File: config.mk
export PLATFORM = sky130hd
export DESIGN_NAME = fragbuf_mgr
export DESIGN_NICKNAME = d
export VERILOG_FILES = /design/src/rtl/fragbuf_pkg.sv /design/src/rtl/fragbuf_alloc.sv /design/src/rtl/fragbuf_pick.sv /design/src/rtl/fragbuf_wrgen.sv /design/src/rtl/fragbuf_mgr.sv
export SDC_FILE = /design/constraint.sdc
export NUM_CORES = 1
export LEC_CHECK = 0
export ABC_AREA = 1
export BUFFER_PORTS_ARGS = -buffer_cell sky130_fd_sc_hd__clkbuf_2
export CAP_MARGIN = 10
export CORE_MARGIN = 2
export CORE_UTILIZATION = 40
export DETAILED_ROUTE_END_ITERATION = 8
export GPL_ROUTABILITY_DRIVEN = 0
export GPL_TIMING_DRIVEN = 0
export PLACE_DENSITY = 0.56
export SYNTH_ARGS = -nofsm -noshare
export SYNTH_HDL_FRONTEND = slang
export SYNTH_SLANG_ARGS = --single-unit
File: constraint.sdc
create_clock -name clk -period 6.3 [get_ports clk]
set_input_delay 1.26 -clock clk [delete_from_list [all_inputs] [get_ports clk]]
set_output_delay 1.26 -clock clk [all_outputs]
set_load 0.05 [all_outputs]
File: src/rtl/fragbuf_pkg.sv
// Shared widths and the slot record type for the fragment slot manager.
package fragbuf_pkg;
    localparam int SEQ_W = 8;   // payload sequence number width
    localparam int IDX_W = 2;   // fragment index width

    typedef struct packed {
        logic             held;     // good fragment stored
        logic             filling;  // fragment currently being written
        logic [SEQ_W-1:0] seq;
        logic [IDX_W-1:0] idx;
    } slot_t;
endpackage

File: src/rtl/fragbuf_alloc.sv
// Slot allocator: chooses the slot for a starting fragment.
// Assumes: rank holds a permutation of 0..NSLOT-1, larger = allocated longer ago.
// Order of choice: duplicate -> refuse; free slot -> lowest number;
// otherwise the oldest held slot whose payload has no second fragment.
module fragbuf_alloc
    import fragbuf_pkg::*;
#(
    parameter int NSLOT = 5,
    parameter int SLW   = 3
) (
    input  slot_t [NSLOT-1:0]          tbl,
    input  logic  [NSLOT-1:0][SLW-1:0] rank,
    input  logic  [SEQ_W-1:0]          req_seq,
    input  logic  [IDX_W-1:0]          req_idx,
    output logic                       grant,
    output logic  [SLW-1:0]            gslot
);
    logic             dup;
    logic             free_hit;
    logic             ev_hit;
    logic [SLW-1:0]   free_slot;
    logic [SLW-1:0]   ev_slot;
    logic [SLW-1:0]   ev_rank;
    logic [NSLOT-1:0] lone;

    // Mark held slots whose payload has no other held fragment.
    always_comb begin
        for (int i = 0; i < NSLOT; i++) begin
            lone[i] = tbl[i].held;
            for (int j = 0; j < NSLOT; j++) begin
                if (j != i && tbl[j].held && tbl[j].seq == tbl[i].seq) lone[i] = 1'b0;
            end
        end
    end

    // Detect a request identical to a fragment already held.
    always_comb begin
        dup = 1'b0;
        for (int i = 0; i < NSLOT; i++) begin
            if (tbl[i].held && tbl[i].seq == req_seq && tbl[i].idx == req_idx) dup = 1'b1;
        end
    end

    // Find the lowest-numbered unoccupied slot.
    always_comb begin
        free_hit  = 1'b0;
        free_slot = '0;
        for (int i = NSLOT - 1; i >= 0; i--) begin
            if (!tbl[i].held && !tbl[i].filling) begin
                free_hit  = 1'b1;
                free_slot = SLW'(i);
            end
        end
    end

    // Find the oldest lone slot as the replacement victim.
    always_comb begin
        ev_hit  = 1'b0;
        ev_slot = '0;
        ev_rank = '0;
        for (int i = 0; i < NSLOT; i++) begin
            if (lone[i] && (!ev_hit || rank[i] > ev_rank)) begin
                ev_hit  = 1'b1;
                ev_slot = SLW'(i);
                ev_rank = rank[i];
            end
        end
    end

    assign grant = !dup && (free_hit || ev_hit);
    assign gslot = free_hit ? free_slot : ev_slot;
endmodule

File: src/rtl/fragbuf_pick.sv
// Pair selector: finds a payload with two held fragments and the two slots to read.
// Assumes: no two held slots share both sequence number and index.
// The payload reported is the one in the lowest-numbered qualifying slot;
// its two fragments with the smallest indices are returned, smaller first.
module fragbuf_pick
    import fragbuf_pkg::*;
#(
    parameter int NSLOT = 5,
    parameter int SLW   = 3
) (
    input  slot_t [NSLOT-1:0] tbl,
    output logic              ready,
    output logic [SEQ_W-1:0]  pseq,
    output logic [SLW-1:0]    slot_a,
    output logic [SLW-1:0]    slot_b
);
    localparam int NIDX = 1 << IDX_W;

    logic [NSLOT-1:0] paired;
    logic [NSLOT-1:0] member;
    logic             found;
    logic             have_a;
    logic             have_b;

    // Mark held slots that share their payload with another held slot.
    always_comb begin
        for (int i = 0; i < NSLOT; i++) begin
            paired[i] = 1'b0;
            for (int j = 0; j < NSLOT; j++) begin
                if (j != i && tbl[i].held && tbl[j].held && tbl[j].seq == tbl[i].seq)
                    paired[i] = 1'b1;
            end
        end
    end

    // Pick the payload of the lowest-numbered paired slot.
    always_comb begin
        found = 1'b0;
        pseq  = '0;
        for (int i = NSLOT - 1; i >= 0; i--) begin
            if (paired[i]) begin
                found = 1'b1;
                pseq  = tbl[i].seq;
            end
        end
    end

    // Mark every held slot belonging to the chosen payload.
    always_comb begin
        for (int i = 0; i < NSLOT; i++) member[i] = tbl[i].held && tbl[i].seq == pseq;
    end

    // Take the two members with the smallest fragment indices.
    always_comb begin
        have_a = 1'b0;
        have_b = 1'b0;
        slot_a = '0;
        slot_b = '0;
        for (int v = 0; v < NIDX; v++) begin
            for (int i = 0; i < NSLOT; i++) begin
                if (member[i] && tbl[i].idx == IDX_W'(v)) begin
                    if (!have_a) begin
                        have_a = 1'b1;
                        slot_a = SLW'(i);
                    end else if (!have_b) begin
                        have_b = 1'b1;
                        slot_b = SLW'(i);
                    end
                end
            end
        end
    end

    assign ready = found;
endmodule

File: src/rtl/fragbuf_wrgen.sv
// Write address generator: counts body words of the fragment in flight and
// maps them into the granted slot. Words beyond the slot size are not written.
// Assumes: a new start is not issued while words of a fragment are still arriving.
module fragbuf_wrgen #(
    parameter int NSLOT      = 5,
    parameter int SLOT_WORDS = 94,
    parameter int SLW        = 3,
    parameter int AW         = 9
) (
    input  logic           clk,
    input  logic           rst_n,
    input  logic           start_i,
    input  logic           grant_i,
    input  logic [SLW-1:0] slot_i,
    input  logic           valid_i,
    input  logic           done_i,
    output logic           active_o,
    output logic [SLW-1:0] slot_o,
    output logic           we_o,
    output logic [AW-1:0]  addr_o
);
    localparam int            CW   = $clog2(SLOT_WORDS + 1);
    localparam logic [AW-1:0] SW_A = AW'(SLOT_WORDS);
    localparam logic [CW-1:0] LAST = CW'(SLOT_WORDS);

    logic [CW-1:0] cnt;

    // Track the fragment in flight and its word count.
    always_ff @(posedge clk) begin
        if (!rst_n) begin
            active_o <= 1'b0;
            slot_o   <= '0;
            cnt      <= '0;
        end else if (start_i) begin
            active_o <= grant_i;
            slot_o   <= slot_i;
            cnt      <= '0;
        end else if (done_i) begin
            active_o <= 1'b0;
        end else if (active_o && valid_i && cnt != LAST) begin
            cnt <= cnt + 1'b1;
        end
    end

    assign we_o   = active_o && valid_i && !start_i && !done_i && cnt != LAST;
    assign addr_o = AW'(slot_o) * SW_A + AW'(cnt);
endmodule

File: src/rtl/fragbuf_mgr.sv
// Fragment slot manager (top). Holds the slot table and the allocation
// recency ranks. Applies, in one cycle: release of the reported payload,
// commit or discard of the fragment ending, and allocation of the one starting.
// Assumes: start/done/release come from one in-order fragment stream.
module fragbuf_mgr #(
    parameter int  NSLOT      = 5,
    parameter int  SLOT_WORDS = 94,
    localparam int SLW        = $clog2(NSLOT),
    localparam int AW         = $clog2(NSLOT * SLOT_WORDS)
) (
    input  logic                           clk,
    input  logic                           rst_n,
    input  logic                           fw_start_i,
    input  logic [fragbuf_pkg::SEQ_W-1:0]  fw_seq_i,
    input  logic [fragbuf_pkg::IDX_W-1:0]  fw_idx_i,
    input  logic                           fw_valid_i,
    input  logic                           fw_done_i,
    input  logic                           fw_good_i,
    input  logic                           rel_i,
    output logic                           ram_we_o,
    output logic [AW-1:0]                  ram_addr_o,
    output logic                           rdy_o,
    output logic [fragbuf_pkg::SEQ_W-1:0]  rdy_seq_o,
    output logic [SLW-1:0]                 rdy_slot_a_o,
    output logic [SLW-1:0]                 rdy_slot_b_o
);
    import fragbuf_pkg::*;

    slot_t [NSLOT-1:0]          tbl;
    slot_t [NSLOT-1:0]          tbl_n;
    logic  [NSLOT-1:0][SLW-1:0] rank;
    logic  [NSLOT-1:0][SLW-1:0] rank_n;
    logic                       grant;
    logic  [SLW-1:0]            gslot;
    logic                       wr_active;
    logic  [SLW-1:0]            wr_slot;

    fragbuf_alloc #(.NSLOT(NSLOT), .SLW(SLW)) u_alloc (
        .tbl     (tbl),
        .rank    (rank),
        .req_seq (fw_seq_i),
        .req_idx (fw_idx_i),
        .grant   (grant),
        .gslot   (gslot)
    );

    fragbuf_pick #(.NSLOT(NSLOT), .SLW(SLW)) u_pick (
        .tbl    (tbl),
        .ready  (rdy_o),
        .pseq   (rdy_seq_o),
        .slot_a (rdy_slot_a_o),
        .slot_b (rdy_slot_b_o)
    );

    fragbuf_wrgen #(.NSLOT(NSLOT), .SLOT_WORDS(SLOT_WORDS), .SLW(SLW), .AW(AW)) u_wr (
        .clk      (clk),
        .rst_n    (rst_n),
        .start_i  (fw_start_i),
        .grant_i  (grant),
        .slot_i   (gslot),
        .valid_i  (fw_valid_i),
        .done_i   (fw_done_i),
        .active_o (wr_active),
        .slot_o   (wr_slot),
        .we_o     (ram_we_o),
        .addr_o   (ram_addr_o)
    );

    // Compute the next slot table: release, then commit, then allocate.
    always_comb begin
        tbl_n = tbl;
        if (rel_i && rdy_o) begin
            for (int i = 0; i < NSLOT; i++) begin
                if (tbl[i].held && tbl[i].seq == rdy_seq_o) tbl_n[i].held = 1'b0;
            end
        end
        if (fw_done_i && wr_active) begin
            tbl_n[wr_slot].filling = 1'b0;
            tbl_n[wr_slot].held    = fw_good_i;
        end
        if (fw_start_i && grant) begin
            tbl_n[gslot].held    = 1'b0;
            tbl_n[gslot].filling = 1'b1;
            tbl_n[gslot].seq     = fw_seq_i;
            tbl_n[gslot].idx     = fw_idx_i;
        end
    end

    // Move the allocated slot to most recent, aging those newer than it.
    always_comb begin
        rank_n = rank;
        if (fw_start_i && grant) begin
            for (int i = 0; i < NSLOT; i++) begin
                if (rank[i] < rank[gslot]) rank_n[i] = rank[i] + 1'b1;
            end
            rank_n[gslot] = '0;
        end
    end

    // Register the slot table and ranks.
    always_ff @(posedge clk) begin
        if (!rst_n) begin
            for (int i = 0; i < NSLOT; i++) begin
                tbl[i]  <= '0;
                rank[i] <= SLW'(i);
            end
        end else begin
            tbl  <= tbl_n;
            rank <= rank_n;
        end
    end
endmodule

==> metrics <==
status=finished with violations; violated checks=negative setup slack; # Max-Cap Violations=0; Hold Vio Cnt, Final=0; count of cell types in the netlist=55; Chip Width=about 160 um; largest net degree at the start of global routing=16; Final Max Tran Viols=0; clock latency on the worst-skew pair=0.37 ns; Crit path top cell by count=nand2_2; Post-Place Setup Slack=-1.511 ns; CTS Sinks=86; core area=0.02326 mm^2; drt drc=0; number of synthesized flops with an enable pin=0; Rows=56; vias=approximately 11000; first-pass iteration count of the detailed router=6; FMAX=136.2 MHz; # nets final=roughly 1700; GRT met2 Usage=around 49%; worst path required time=6.61 ns; placed instance area=0.01011 mm^2; Max VDD drop=124.0 uV; GRT Resource Usage Total=31.26%; global-route wire length before repair=58.23 mm; Setup crit end=rank[2]; synth warn=0; Synth Net Count=around 1500; CP Capture Type=flip-flop; CTS clock-pin slew for the worst setup and hold paths=0.08 ns; cell count after synthesis=1474; IO Pins=42; CTS buffer count=9; average size of a mapped cell=about 6.4 um^2; Reg-to-Reg End=rank[2]; starting density of the core=40.40%; RSZ-0062 raised after global routing=yes; sequential cell area fraction in the yosys report=18.32%; reg2reg start=tbl[21]; HPWL after DPL=28.03 mm; IO buf count=33; worst slew pin tran=approximately 1.3 ns; setup tns final=-30.34 ns; hold_buf cts=0; Min-Delay Path Class=flip-flop to flip-flop; Worst Setup SP=tbl[21]; clk root buf=clkbuf_16; total wire length=39.78 mm; Post-Synthesis Cell Area=0.009398 mm^2; H-tree depth=3; critical path startpoint category=flip-flop; Setup violations, final=75; layout cells sized above 1=33.66%; critical path arrival=7.66 ns; finished layout cell area=0.01263 mm^2; grt met3 use=~6.2%; Iteration-0 DRC Markers=about 1100; Worst Slack Setup Final=-1.041 ns; Layout area overhead=34.44%; Worst R2R Path Depth=53; top_reg_cell synth=dfxtp_1; Yosys reg bits=86; power density cells=153.2 mW/mm^2; hold slack=0.4823 ns; Layout Skew=between 0.015 and 0.02 ns; initial antenna violation count=0; vias in the first global route=9847; async set or reset register ratio after synthesis=0%; Routed WL per cell=20.49 um; Final period util=116.5%; Bufs on Longest Clock Path=2; Slew headroom=between 10% and 20%; critical path fanouts, max=7; critical path's largest stage delay=0.43 ns; Die ar.=0.02474 mm^2; Most Crowded Layer GR=met2; ANT cells=0; TritonCTS clock tree=done; leakage=roughly 5.7 nW; GR Overflow Total=0; vias per std cell=5.687; met1 global-route usage=between 40% and 50%; DRT antenna net count=0; CP max-delay cell=dfxtp_2; WS Path Type=flip-flop to flip-flop; min cycle time layout=7.341 ns; Tot Pwr=1.935 mW; die span in y=between 150 and 200 um; R2R Setup Slk=-1.04 ns
## cell type report
class | instances | area, um^2
fill | 2260 | 10630
sequential | 86 | 1732
clock inverter | 5 | 41.29
buffer | 70 | 648.1
inverter | 148 | 610.6
clock buffer | 11 | 252.7
timing repair buffer | 135 | 1150
tap | 319 | 399.1
multi-input combinational | 1167 | 7801
## power by group
| group | internal (mW) | switching (mW) |
|---|---|---|
| Clock | 0.293 | 0.266 |
| Sequential | 0.572 | 0.0399 |
| Combinational | 0.304 | 0.460 |
| Total | 1.17 | 0.766 |
## cell usage in the layout, fill, tap and decap left out, drive strengths merged, types with 2 or more instances in the layout
| master | synthesis | routed |
|---|---|---|
| dfxtp | 86 | 86 |
| nand3 | 132 | 132 |
| nor4 | 2 | 2 |
| nor3 | 14 | 14 |
| o221ai | 3 | 3 |
| and2 | 3 | 3 |
| and3 | 2 | 2 |
| inv | 144 | 145 |
| nand4 | 56 | 56 |
| o2111ai | 6 | 6 |
| a21oi | 110 | 110 |
| o21ai | 94 | 94 |
| clkbuf | 27 | 74 |
| a2111oi | 4 | 4 |
| a221oi | 6 | 6 |
| nand2 | 438 | 438 |
| xnor2 | 35 | 35 |
| o211ai | 10 | 10 |
| xor2 | 33 | 33 |
| buf | 46 | 142 |
| fa | 4 | 4 |
| o22ai | 20 | 20 |
| clkinvlp | 0 | 2 |
| nand3b | 2 | 2 |
| clkinv | 4 | 6 |
| nor2 | 126 | 126 |
| o21bai | 3 | 3 |
| a31oi | 5 | 5 |
| a211oi | 5 | 5 |
| ha | 46 | 46 |
## sequential cells by signal (all words and copies together), names as in the netlist
register and cells:
u_wr.active_o 1, rank 15, u_wr.cnt 7, tbl 60, u_wr.slot_o 3
## stage by stage
step / util, % / instances
2_1_floorplan: - / 1474
3_3_place_gp: 43.45 / 1826
3_5_place_dp: 43.45 / 1826
4_1_cts: 49.68 / 1898
5_1_grt: 54.31 / 1941
6_report: 54.31 / 1941
## cell families (layout without fill, tap and decap cells)
logic type | Yosys count | after routing | share of synthesized area [%]
buffers and inverters | 221 | 369 | 10.45
adders and majority gates | 50 | 50 | 6.976
AOI/OAI and AO/OA | 272 | 272 | 16.68
xor gates and xnor gates | 68 | 68 | 6.337
and+or+nand+nor | 777 | 777 | 41.23
DFF | 86 | 86 | 18.32
## synthesized netlist by cell type (4+ instances only)
| cell type | instances | area [um^2] |
|---|---|---|
| clkbuf_1 | 27 | 101.4 |
| nand3_2 | 11 | 110.1 |
| xnor2_1 | 35 | 306.5 |
| a31oi_1 | 5 | 31.28 |
| nand2_4 | 19 | 214.0 |
| nor3_1 | 9 | 45.04 |
| nor3_2 | 5 | 50.05 |
| nand4_2 | 6 | 75.07 |
| nor2_2 | 21 | 131.4 |
| nand2_1 | 400 | 1501 |
| inv_1 | 97 | 364.1 |
| nor2_1 | 97 | 364.1 |
| o22ai_1 | 20 | 125.1 |
| nand4_1 | 41 | 256.5 |
| buf_4 | 31 | 232.7 |
| nand4_4 | 9 | 191.4 |
| clkinv_1 | 4 | 15.01 |
| nor2_4 | 8 | 90.09 |
| o2111ai_1 | 6 | 52.55 |
| nand2_2 | 19 | 118.9 |
| inv_2 | 43 | 161.4 |
| a211oi_1 | 5 | 37.54 |
| nand3_4 | 4 | 70.07 |
| fa_1 | 4 | 80.08 |
| nand3_1 | 117 | 585.6 |
| o21ai_0 | 91 | 455.4 |
| inv_4 | 4 | 25.02 |
| a21oi_1 | 103 | 515.5 |
| a21oi_2 | 7 | 61.31 |
| dfxtp_1 | 86 | 1722 |
| xor2_1 | 33 | 289.0 |
| buf_2 | 12 | 60.06 |
| a221oi_1 | 6 | 52.55 |
| o211ai_1 | 10 | 75.07 |
| ha_1 | 46 | 575.6 |
## how the worst min path moves through the flow
stage,cells past startpoint,from,end
2_1_floorplan,2,tbl[22],tbl[22]
3_3_place_gp,2,tbl[34],tbl[34]
5_1_grt,2,tbl[58],tbl[58]
6_report,2,tbl[34],tbl[34]
3_5_place_dp,2,tbl[34],tbl[34]
4_1_cts,2,tbl[58],tbl[58]
## what timing repair did
item | CTS | global route
gates resized for setup | 180 | 183
gates cloned | 4 | 2
pin swaps | 61 | 79
buffers inserted | 52 | 45
setup endpoints to repair | 77 | 83
## worst max-delay path: cells and delay by family, from the launching register on
family / cells / cell delay [ns]
fa+ha+maj: 5 / 1.33
buf+inv: 6 / 0.76
simple gates: 27 / 2.99
compound gates: 14 / 1.63
xor+xnor: 1 / 0.14
flops: 1 / 0.43
## metal layers
| metal | up-vias | routed length [um] |
|---|---|---|
| met5 | - | 0 |
| met4 | 0 | 2142 |
| met3 | 128 | 3867 |
| met2 | 580 | 17590 |
| met1 | 5110 | 16180 |
| li1 | 5221 | - |
Note: power is estimated with default switching activity, not from simulation.
